`config.mk`:
```
export PLATFORM = sky130hd
export DESIGN_NAME = pwm_deadtime_pair
export DESIGN_NICKNAME = d
export VERILOG_FILES = /design/src/rtl/dt_pkg.sv /design/src/rtl/dt_mode_decode.sv /design/src/rtl/dt_channel.sv /design/src/rtl/pwm_deadtime_pair.sv
export SDC_FILE = /design/constraint.sdc
export NUM_CORES = 1
export LEC_CHECK = 0
export BUFFER_PORTS_ARGS = -buffer_cell sky130_fd_sc_hd__buf_2
export CAP_MARGIN = 25
export CORE_MARGIN = 5
export CORE_UTILIZATION = 50
export CTS_CLUSTER_DIAMETER = 60
export CTS_CLUSTER_SIZE = 25
export DETAILED_ROUTE_END_ITERATION = 8
export PLACE_DENSITY = 0.72
export RECOVER_POWER = 50
export SLEW_MARGIN = 20
export SYNTH_ARGS = -nofsm -noshare
export SYNTH_HDL_FRONTEND = slang
export SYNTH_SLANG_ARGS = --single-unit
```
`constraint.sdc`:
```
create_clock -name clk_i -period 1.8 [get_ports clk_i]
set_clock_uncertainty 0.2 [all_clocks]
set_input_delay 0.09 -clock clk_i [delete_from_list [all_inputs] [get_ports clk_i]]
set_output_delay 0.09 -clock clk_i [all_outputs]
set_load 0.1 [all_outputs]
```
`src/rtl/dt_pkg.sv`:
```
package dt_pkg;

    localparam int unsigned DT_MAX_DIV = 16;

    typedef enum logic [1:0] {
        TICK_X1  = 2'b00,
        TICK_X1B = 2'b01,
        TICK_X4  = 2'b10,
        TICK_X16 = 2'b11
    } tick_sel_e;

    function automatic int unsigned tick_factor(input logic [1:0] sel);
        case (tick_sel_e'(sel))
            TICK_X4:  return 4;
            TICK_X16: return DT_MAX_DIV;
            default:  return 1;
        endcase
    endfunction

endpackage

```
`src/rtl/dt_mode_decode.sv`:
```
module dt_mode_decode #(
    parameter int CNT_W = 6,
    parameter int PSC_W = 4
) (
    input  logic             en_i,
    input  logic [1:0]       sel_i,
    input  logic [CNT_W-1:0] val_i,
    output logic             bypass_o,
    output logic [PSC_W-1:0] tick_last_o
);
    always_comb begin
        bypass_o    = !en_i || (val_i == '0);
        tick_last_o = PSC_W'(dt_pkg::tick_factor(sel_i) - 1);
    end
endmodule

```
`src/rtl/dt_channel.sv`:
```
module dt_channel #(
    parameter int CNT_W = 6,
    parameter int PSC_W = 4
) (
    input  logic             clk_i,
    input  logic             rst_i,
    input  logic             req_i,
    input  logic             bypass_i,
    input  logic [CNT_W-1:0] dt_val_i,
    input  logic [PSC_W-1:0] tick_last_i,
    output logic             act_o
);
    typedef struct packed {
        logic             act;
        logic [PSC_W-1:0] ps;
        logic [CNT_W-1:0] cnt;
    } chan_st_t;

    chan_st_t st_d, st_q;

    always_comb begin
        st_d = st_q;
        if (!req_i) begin
            st_d.act = 1'b0;
            st_d.ps  = '0;
            st_d.cnt = '0;
        end else if (st_q.act) begin
            st_d.ps  = '0;
            st_d.cnt = '0;
        end else if (bypass_i) begin
            st_d.act = 1'b1;
        end else if (st_q.cnt == dt_val_i) begin
            st_d.act = 1'b1;
            st_d.ps  = '0;
            st_d.cnt = '0;
        end else if (st_q.ps == tick_last_i) begin
            st_d.ps  = '0;
            st_d.cnt = st_q.cnt + 1'b1;
        end else begin
            st_d.ps  = st_q.ps + 1'b1;
        end
    end

    always_ff @(posedge clk_i) begin
        if (rst_i) st_q <= '0;
        else       st_q <= st_d;
    end

    assign act_o = st_q.act;

    AST_RELEASE_NEXT: assert property (@(posedge clk_i) disable iff (rst_i)
        !req_i |=> !st_q.act);
    AST_BYPASS_FOLLOW: assert property (@(posedge clk_i) disable iff (rst_i)
        bypass_i |=> (st_q.act == $past(req_i)));
    AST_NO_EARLY_ACT: assert property (@(posedge clk_i) disable iff (rst_i)
        (!bypass_i && !st_q.act && (st_q.cnt != dt_val_i)) |=> !st_q.act);
    AST_RESET_CLEAR: assert property (@(posedge clk_i)
        rst_i |=> (!st_q.act && st_q.cnt == '0 && st_q.ps == '0));
endmodule

```
`src/rtl/pwm_deadtime_pair.sv`:
```
module pwm_deadtime_pair #(
    parameter int CNT_W = 6,
    parameter int PSC_W = $clog2(dt_pkg::DT_MAX_DIV)
) (
    input  logic             clk_i,
    input  logic             rst_i,
    input  logic             pwm_ref_i,
    input  logic             dt_en_i,
    input  logic [1:0]       ps_sel_i,
    input  logic [CNT_W-1:0] dt_val_i,
    input  logic             pol_a_i,
    input  logic             pol_b_i,
    output logic             out_a_o,
    output logic             out_b_o
);
    localparam int N_CH = 2;

    logic             bypass;
    logic [PSC_W-1:0] tick_last;
    logic [N_CH-1:0]  req, act, pol;

    dt_mode_decode #(.CNT_W(CNT_W), .PSC_W(PSC_W)) u_decode (
        .en_i       (dt_en_i),
        .sel_i      (ps_sel_i),
        .val_i      (dt_val_i),
        .bypass_o   (bypass),
        .tick_last_o(tick_last)
    );

    assign req = {~pwm_ref_i, pwm_ref_i};
    assign pol = {pol_b_i, pol_a_i};

    for (genvar i = 0; i < N_CH; i++) begin : g_ch
        dt_channel #(.CNT_W(CNT_W), .PSC_W(PSC_W)) u_chan (
            .clk_i      (clk_i),
            .rst_i      (rst_i),
            .req_i      (req[i]),
            .bypass_i   (bypass),
            .dt_val_i   (dt_val_i),
            .tick_last_i(tick_last),
            .act_o      (act[i])
        );
    end

    assign out_a_o = act[0] ^ pol[0];
    assign out_b_o = act[1] ^ pol[1];

    AST_PAIR_EXCLUSIVE: assert property (@(posedge clk_i) disable iff (rst_i)
        !(act[0] && act[1]));
endmodule

```
==> results of run 1 <==
==> final cells by class <==
cell class                      instances  area (sq um)
Multi-Input combinational cell        152           997
Inverter                                2          7.51
Timing Repair Buffer                   41           272
Tap cell                               31          38.8
Sequential cell                        22           445
Clock buffer                            4          36.3
Fill cell                             246           961
==> metal layers <==
layer / track usage [%] / vias to the layer above / wire (microns)
met1: 24.1 / 721 / 1650
li1: - / 755 / -
met5: 0 / - / 0
met3: 2.84 / 7 / 185
met2: 32.7 / 50 / 1770
met4: 8.83 / 0 / 80
==> cells in the final DEF, fill, tap and decap left out, types with 5 or more instances in the layout <==
cell type,instances
o22ai_1,10
buf_2,13
xor2_1,10
dfxtp_1,18
buf_4,23
nand3_1,10
a31oi_1,6
nand2_1,28
nor2_1,10
a21oi_1,8
nand3b_1,5
nand4_1,6
==> power by group through the flow <==
stage	Clock (uW)	Combinational (uW)	Sequential, uW
after floorplan	0	117	510
after global placement	0	179	510
after detailed placement	0	183	511
after CTS	304	192	501
after global routing	321	216	502
final	300	199	500
==> worst max-delay path by stage <==
stage / start / to / slack, ns
final: g_ch[0].u_chan.st_q[8] / g_ch[0].u_chan.st_q[5] / -0.05
after global routing: g_ch[0].u_chan.st_q[8] / g_ch[0].u_chan.st_q[5] / -0.13
after CTS: g_ch[0].u_chan.st_q[8] / g_ch[0].u_chan.st_q[4] / -0.03
after detailed placement: g_ch[0].u_chan.st_q[9] / g_ch[0].u_chan.st_q[3] / -0.08
after global placement: g_ch[0].u_chan.st_q[8] / g_ch[0].u_chan.st_q[4] / -0.05
after floorplan: g_ch[0].u_chan.st_q[7] / g_ch[0].u_chan.st_q[4] / 0.02
==> stage by stage <==
stage	instances	hold slack, ns
after global placement	244	0.130
after global routing	252	0.0173
after CTS	251	0.0417
final	252	0.0152
after floorplan	181	-0.0372
after detailed placement	244	0.125
==> flip-flops by register name (all words and copies together), names as in the netlist <==
signal,count
g_ch.u_chan.st_q,20
g_ch.u_chan.act_o,2
==> logic make-up (layout without fill, tap and decap cells) <==
group / count (synthesis) / count (layout) / share of synthesized area, %
AND/OR/NAND/NOR: 89 / 89 / 32.6
AO/OA/AOI/OAI: 45 / 45 / 21.3
flip-flops: 22 / 22 / 30.7
XOR/XNOR: 14 / 14 / 8.54
buffers and inverters: 7 / 47 / 3.48
adder cells (fa/ha/maj): 4 / 4 / 3.48
==> what timing repair did <==
| action | 4_1_cts | 5_1_grt |
|---|---|---|
| hold buffers | 2 | 0 |
| pin swaps | 3 | 3 |
| endpoints found under the setup margin | 9 | 17 |
| endpoints found under the hold margin | 2 | 0 |
| buffers inserted | 1 | 1 |
| resized for setup | 6 | 7 |
==> tightest hold or removal path, cell delays in order <==
cell	delay [ns]
buf_2	0.13
o31ai_4	0.10
a21oi_2	0.07
o2bb2ai_1	0.13
==> flow_summary.json, run 1 <==
{
  "rows": 19,
  "grt-ovfl-total": 0,
  "cp.arrival_ns": 1.88,
  "violations": "setup timing",
  "worst-path-stages": 6,
  "dpl_cell_area_sq_um": 1690,
  "post-route-drc-count": 0,
  "wl_per_cell_microns": 14.6,
  "clk_path_buf_depth": 2,
  "p_sw_uw": 308,
  "max_freq_mhz": 542,
  "yosysTopAreaCell": "dfxtp_1",
  "diodes": 0,
  "intPower_uw": 692,
  "drive_above_1_share_pct": 27.1,
  "grt_pass1_vias": 1481,
  "postRouteAntennaNets": 0,
  "clkPwrFrac_pct": 30.0,
  "worstPathMaxFanout": 5,
  "coreArea_sq_um": 2760,
  "finalSetupViolCount": 4,
  "ys_seq_area_share_pct": 30.7,
  "drt_iter0_drc": 118,
  "relSlewSlack_pct": 63.7,
  "routabilityCongestion": 0.895,
  "finalCritPeriodShare_pct": 103,
  "cts_tree": "built",
  "hold_viol": 0,
  "yosys_warnings": 0,
  "setup_ws_ns": -0.0456,
  "grt_use_total_pct": 19.4,
  "layout_min_cycle_time_ns": 1.85,
  "maxSlewViolCount": 0,
  "clk-insertion-delay-late_ns": 0.33,
  "synth_edf_count": 0,
  "cap_viol_max_count": 0,
  "status": "complete, but fails checks",
  "power.total_uw": 1000,
  "initial_core_util_pct": 52.1,
  "cts_root_buf": "clkbuf_4",
  "dieArea_sq_um": 4040,
  "grt_pass1_wl_mm": 6.40,
  "cts.sinks": 22,
  "hp-start": "dt_en_i",
  "synth_async_sr_flop_share_pct": 0,
  "path_cells": "or4_4 -> nor2_4 -> buf_4 -> o2111ai_1 -> a21oi_1 -> o22ai_1",
  "pwr_density_cell_nw_per_um2": 556,
  "rsz0062_at_grt": "yes",
  "critPathCaptureType": "register",
  "first_pass_iters": 4,
  "reg2reg_from": "g_ch[0].u_chan.st_q[8]",
  "tns_ns": -0.0943,
  "synthFlopType": "dfxtp_1",
  "syn_avg_cell_area_sq_um": 7.94,
  "design_area_sq_um": 1800,
  "combinationalPowerShare_pct": 19.9,
  "pwr-share-seq_pct": 50.1,
  "path_class": "reg2reg",
  "vias": 1533,
  "port-buffer-count": 15,
  "timing.reg2reg.worst_path_depth": 6,
  "synth-seq-cells": 22,
  "yosys.cell_types.count": 42,
  "synth_nets": 199,
  "hpwlAfterDp_mm": 2.74,
  "power_leakage_uw": 0.000703,
  "dp_slack_ns": -0.0849,
  "hold_path_end": "g_ch[1].u_chan.st_q[4]",
  "area_delta_synth_final_pct": 25.1,
  "critical_path_buf_inv_count": 1,
  "cpPeakStageDelay_ns": 0.52,
  "finalNetCount": 240,
  "syn_area_sq_um": 1440,
  "grt_max_degree": 13,
  "synth_most_common_cell": "nand2_1",
  "hold_class": "in2reg",
  "cts_buffers": 3,
  "worstMarginPinSlew_ns": 0.547,
  "die_h_microns": 63.6,
  "clk_pin_slew_ns": 0.13,
  "wirelength_mm": 3.68,
  "reg2reg_setup_slack_ns": -0.05,
  "worstHoldPathCells": 4,
  "die_w_microns": 63.6,
  "yosysTopAreaCellShare_pct": 30.7,
  "viasPerCell": 6.08,
  "pin_count": 16,
  "antenna_found_initial": 0,
  "cpLargestDelayFamily": "simple AND/OR/NAND/NOR gates",
  "ys_top_cells_by_area": "dfxtp_1 31%, nand2_1 7.3%, xor2_1 7.3%, o22ai_1 4.4%, a21oi_1 3.8%",
  "rr_endpoint": "g_ch[0].u_chan.st_q[5]",
  "h-tree-depth": 1,
  "finalCoreUtilization_pct": 65.2,
  "cp-start-kind": "register",
  "peakVddDrop_mv": 0.560,
  "cpMaxStageDelayCell": "or4_4",
  "synth.top_cells.by_count": "28 x nand2_1, 22 x dfxtp_1, 12 x xor2_1, 11 x a21oi_1, 11 x nor2_1",
  "cp_data_required_time_ns": 1.84,
  "netlist_instances": 181,
  "switching_share_pct": 30.8
}
Note: power is estimated with default switching activity, not from simulation.
==> run 2: changes to the inputs <==
--- a/config.mk
+++ b/config.mk
@@ -7,7 +7,6 @@
 export LEC_CHECK = 0
 export BUFFER_PORTS_ARGS = -buffer_cell sky130_fd_sc_hd__buf_2
 export CAP_MARGIN = 25
-export CORE_MARGIN = 5
 export CORE_UTILIZATION = 50
 export CTS_CLUSTER_DIAMETER = 60
 export CTS_CLUSTER_SIZE = 25
==> constraint.sdc (replaced) <==
create_clock -name clk_i -period 1.8 [get_ports clk_i]
set_clock_uncertainty 0.2 [all_clocks]
set_input_delay 0.36 -clock clk_i [delete_from_list [all_inputs] [get_ports clk_i]]
set_output_delay 0.36 -clock clk_i [all_outputs]
set_load 0.1 [all_outputs]
==> flow_summary.json, run 2 (synthesis results as in run 1) <==
{
  "critPathLaunch": "dt_val_i[0]",
  "layout_min_cycle_time_ns": 1.86,
  "grt_pass1_vias": 1420,
  "setup_ws_ns": -0.0556,
  "first_pass_iters": 6,
  "antenna_found_initial": 0,
  "hold_class": "in2reg",
  "max_freq_mhz": 539,
  "worst-path-stages": 7,
  "rows": 19,
  "postCtsHoldBufs": 0,
  "area_delta_synth_final_pct": 36.9,
  "place_inst": 248,
  "wl_per_cell_microns": 15.3,
  "finalSetupViolCount": 7,
  "reg2reg_from": "g_ch[0].u_chan.st_q[8]",
  "clk_pin_slew_ns": 0.13,
  "critical_path_buf_inv_count": 2,
  "cts.sinks": 22,
  "viasPerCell": 6.09,
  "cp_data_required_time_ns": 1.80,
  "h-tree-depth": 1,
  "clk_path_buf_depth": 2,
  "finalNonFillerCells": 261,
  "drive_above_1_share_pct": 34.8,
  "grt_use_total_pct": 25.4,
  "largest_reg_flops": 20,
  "finalCoreUtilization_pct": 71.9,
  "drt_iter0_drc": 106,
  "cpMaxStageDelayCell": "or4_4",
  "top_register": "g_ch.u_chan.st_q",
  "dieArea_sq_um": 3090,
  "grt-ovfl-total": 0,
  "pin_count": 16,
  "pwr_density_cell_nw_per_um2": 521,
  "clk-insertion-delay-late_ns": 0.31,
  "cts_buffers": 3,
  "coreArea_sq_um": 2730,
  "hold_viol": 0,
  "hold_slack_ns": 0.0425,
  "grt_max_degree": 20,
  "relSlewSlack_pct": 71.7,
  "diodes": 0,
  "cpPeakStageDelay_ns": 0.55,
  "cpLargestDelayFamily": "simple AND/OR/NAND/NOR gates",
  "peakVddDrop_mv": 0.598,
  "dp_slack_ns": -0.335,
  "path_cells": "buf_2 -> or4_4 -> o31ai_4 -> buf_12 -> nor3b_1 -> o211ai_1 -> a21oi_1",
  "finalNetCount": 249,
  "rr_endpoint": "g_ch[0].u_chan.st_q[4]",
  "endpoint": "g_ch[0].u_chan.st_q[8]",
  "num-fill-cells": 210,
  "vias": 1589,
  "post-route-drc-count": 0,
  "postRouteAntennaNets": 0,
  "die_w_microns": 55.6,
  "hpwlAfterDp_mm": 2.87,
  "initial_core_util_pct": 52.5,
  "port-buffer-count": 15,
  "path_class": "in2reg",
  "grt_pass1_wl_mm": 6.33,
  "die_h_microns": 55.6,
  "timing.reg2reg.worst_path_depth": 5,
  "worstPathMaxFanout": 15,
  "wirelength_mm": 4.00,
  "cp-start-kind": "primary input",
  "finalCritPeriodShare_pct": 103,
  "maxSlewViolCount": 0,
  "rsz0062_at_grt": "yes",
  "cp.arrival_ns": 1.86,
  "reg2reg_setup_slack_ns": -0.05,
  "layout_commonest_cell": "buf_4",
  "final_cell_mix": "32 x buf_4, 26 x nand2_1, 15 x dfxtp_1, 13 x buf_2",
  "worstMarginPinSlew_ns": 0.423,
  "status": "complete, but fails checks",
  "violations": "setup timing",
  "routabilityCongestion": 0.800,
  "critPathCaptureType": "register",
  "cap_viol_max_count": 0,
  "cts_root_buf": "clkbuf_4",
  "cts_tree": "built",
  "power_leakage_uw": 0.000795
}
[run 2: changes by cell type in the layout (fill, tap and decap cells not counted), moves of 2 or more]
cell	before	now
buf_6	0	3
buf_4	23	32
dfxtp_2	4	6
dlygate4sd3_1	2	0
buf_12	0	2
nand2_1	28	26
dfxtp_1	18	15
clkbuf_2	2	0
[run 2: worst register-to-register path: stages, from the launching register on]
cell     delay (ns)
dfxtp_2        0.35
or4_4          0.52
nor2_4         0.15
nand4_1        0.13
a211o_1        0.33
o22ai_2        0.11
[run 2: area by class of cell]
class,count,area [sq um],share of cell area [%]
repair buffers,50,379,19.3
multi-input cells,152,1050,53.6
clock buffers,4,36.3,1.84
well taps,31,38.8,1.97
inverters,2,7.51,0.382
flip-flops and latches,22,452,23.0
[run 2: power breakdown]
group          total [uW]  switching, uW  internal, uW
logic                 240            136           104
registers             501           9.71           492
clock network         283            160           124
[run 2: stage by stage]
step           power [uW]  area (sq um)  setup TNS (ns)
4_1_cts              1010          1850          -0.108
3_5_place_dp          725          1770           -4.76
6_report             1020          1970          -0.227
2_1_floorplan         630          1470          -0.364
3_3_place_gp          719          1770           -3.94
5_1_grt              1070          1970          -0.666
[run 2: worst min-delay path by stage]
stage                     depth (start not counted)                    from  slack (ns)                      to
after floorplan                                   1                   rst_i        0.23    g_ch[1].u_chan.act_o
after global placement                            2  g_ch[0].u_chan.st_q[5]        0.30  g_ch[0].u_chan.st_q[5]
after detailed placement                          2  g_ch[0].u_chan.st_q[5]        0.30  g_ch[0].u_chan.st_q[5]
after CTS                                         2                   rst_i        0.04    g_ch[1].u_chan.act_o
after global routing                              2                   rst_i        0.03    g_ch[1].u_chan.act_o
final                                             2                   rst_i        0.04    g_ch[1].u_chan.act_o
[run 2: layer usage]
| metal | GRT usage, % | wire length (microns) | part of all wire (%) | vias up |
|---|---|---|---|---|
| met5 | 0 | 0 | 0 | - |
| met3 | 2.79 | 209 | 5.2 | 12 |
| li1 | - | - | - | 772 |
| met1 | 32.8 | 1680 | 42 | 743 |
| met2 | 43.9 | 2040 | 51 | 62 |
| met4 | 9.29 | 73 | 1.8 | 0 |
[run 2: timing repair]
| action | in CTS | in global routing |
|---|---|---|
| setup endpoints to repair | 10 | 19 |
| setup buffers | 2 | 7 |
| pin swaps | 6 | 12 |
| resized for setup | 7 | 20 |
==> run 3: changes to the inputs <==
--- a/config.mk
+++ b/config.mk
@@ -7,11 +7,13 @@
 export LEC_CHECK = 0
 export BUFFER_PORTS_ARGS = -buffer_cell sky130_fd_sc_hd__buf_2
 export CAP_MARGIN = 25
-export CORE_UTILIZATION = 50
+export CELL_PAD_IN_SITES_DETAIL_PLACEMENT = 2
+export CELL_PAD_IN_SITES_GLOBAL_PLACEMENT = 2
+export CORE_UTILIZATION = 31
 export CTS_CLUSTER_DIAMETER = 60
 export CTS_CLUSTER_SIZE = 25
 export DETAILED_ROUTE_END_ITERATION = 8
-export PLACE_DENSITY = 0.72
+export PLACE_DENSITY = 0.75
 export RECOVER_POWER = 50
 export SLEW_MARGIN = 20
 export SYNTH_ARGS = -nofsm -noshare
==> flow_summary.json, run 3 (synthesis results as in run 1) <==
{
  "hpwlAfterDp_mm": 4.01,
  "cts_root_buf": "clkbuf_8",
  "largest_reg_flops": 20,
  "hold_viol": 0,
  "cap_viol_max_count": 0,
  "diodes": 0,
  "die_h_microns": 70.1,
  "hold_class": "in2reg",
  "dieArea_sq_um": 4910,
  "grt_pass1_vias": 1993,
  "grt_max_degree": 13,
  "status": "complete, but fails checks",
  "path_class": "reg2reg",
  "rows": 24,
  "cpPeakStageDelay_ns": 0.52,
  "grt-ovfl-total": 0,
  "cts.sinks": 22,
  "cts_tree": "built",
  "relSlewSlack_pct": 76.7,
  "worstMarginPinSlew_ns": 0.349,
  "drt_iter0_drc": 90,
  "postRouteAntennaNets": 0,
  "cpMaxStageDelayCell": "or4_4",
  "port-buffer-count": 15,
  "cp-start-kind": "register",
  "critical_path_buf_inv_count": 1,
  "initial_core_util_pct": 32.5,
  "pin_count": 16,
  "cts_buffers": 3,
  "grt_use_total_pct": 29.1,
  "final_cell_mix": "36 x buf_4, 23 x nand2_1, 15 x dfxtp_1, 11 x buf_2",
  "viasPerCell": 6.07,
  "clk_pin_slew_ns": 0.10,
  "die_w_microns": 70.1,
  "top_register": "g_ch.u_chan.st_q",
  "antenna_found_initial": 0,
  "setup_ws_ns": -0.268,
  "finalNetCount": 261,
  "tns_ns": -2.00,
  "rsz0062_at_grt": "yes",
  "first_pass_iters": 4,
  "cp.arrival_ns": 2.02,
  "peakVddDrop_mv": 0.300,
  "drive_above_1_share_pct": 44.6,
  "layout_commonest_cell": "buf_4",
  "grt_pass1_wl_mm": 11.2,
  "power_leakage_uw": 0.000910,
  "h-tree-depth": 1,
  "routabilityCongestion": 0.846,
  "cpLargestDelayFamily": "simple AND/OR/NAND/NOR gates",
  "critPathCaptureType": "register",
  "finalCritPeriodShare_pct": 115,
  "layout_min_cycle_time_ns": 2.07,
  "coreArea_sq_um": 4410,
  "worstPathMaxFanout": 4,
  "finalSetupViolCount": 22,
  "num-fill-cells": 451,
  "area_delta_synth_final_pct": 58.3,
  "postCtsHoldBufs": 0,
  "vias": 1786,
  "wirelength_mm": 8.14,
  "cp_data_required_time_ns": 1.75,
  "wl_per_cell_microns": 27.7,
  "hold_slack_ns": 0.135,
  "max_freq_mhz": 483,
  "violations": "setup timing",
  "maxSlewViolCount": 0,
  "post-route-drc-count": 0,
  "clk_path_buf_depth": 2,
  "pwr_density_cell_nw_per_um2": 535,
  "path_cells": "or4_4 -> nor2_4 -> buf_4 -> o2111ai_1 -> a21oi_1 -> o22ai_1",
  "clk-insertion-delay-late_ns": 0.28
}
-- run 3: cell count changes in the layout (fill, tap and decap cells not counted), sizes merged --
cell / previous run / this run
buf: 50 / 62
-- run 3: cell type report --
| cell class | instances | area [sq um] | area share (%) |
|---|---|---|---|
| tap | 52 | 65.1 | 2.86 |
| inverter | 2 | 7.51 | 0.330 |
| clock buffer | 4 | 55.1 | 2.42 |
| multi-input combinational | 152 | 1150 | 50.7 |
| sequential | 22 | 452 | 19.9 |
| timing repair buffer | 62 | 541 | 23.8 |
-- run 3: path summary, 6_finish.rpt --
path	to	startpoint	slack, ns	cells past startpoint
worst min-delay path	g_ch[1].u_chan.act_o	rst_i	0.14	2
worst min register to register	g_ch[0].u_chan.st_q[1]	g_ch[0].u_chan.st_q[1]	0.33	2
worst max register to register	g_ch[0].u_chan.st_q[5]	g_ch[0].u_chan.st_q[7]	-0.27	6
worst max-delay path	g_ch[0].u_chan.st_q[5]	g_ch[0].u_chan.st_q[7]	-0.27	6
-- run 3: metrics by stage --
stage	util (%)	cell area, sq um	setup WS [ns]	power (uW)	cells
finish	51.5	2270	-0.268	1220	294
global route	51.5	2270	-0.291	1240	294
CTS	49.5	2180	-0.113	1180	293
detailed placement	42.1	1860	-0.387	742	277
global placement	42.1	1860	-0.287	730	277
floorplan	-	1470	-0.0480	630	181
-- run 3: timing repair --
action | 4_1_cts | 5_1_grt
cloned | 1 | 0
endpoints found under the hold margin | 0 | 0
pin swaps | 25 | 11
setup endpoints to repair | 18 | 22
gates resized for setup | 33 | 24
buffers inserted | 11 | 1
-- run 3: report_power, final --
group | internal [uW] | switching, uW
Clock | 196 | 202
Combinational | 133 | 183
Sequential | 491 | 10.9
-- run 3: routing by layer --
| layer | share of wire [%] | GRT usage, % | vias up |
|---|---|---|---|
| li1 | - | - | 795 |
| met1 | 42 | 35.7 | 916 |
| met2 | 51 | 54.3 | 50 |
| met3 | 3.0 | 3.17 | 25 |
| met4 | 3.8 | 6.22 | 0 |
| met5 | 0 | 0 | - |
-- run 3: worst reg2reg max path: cells and delay by family, from the launching register on --
kind | cells | cell delay [ns]
flip-flops | 1 | 0.33
buffers and inverters | 1 | 0.15
AND/OR/NAND/NOR | 2 | 0.67
AO/OA/AOI/OAI | 3 | 0.58
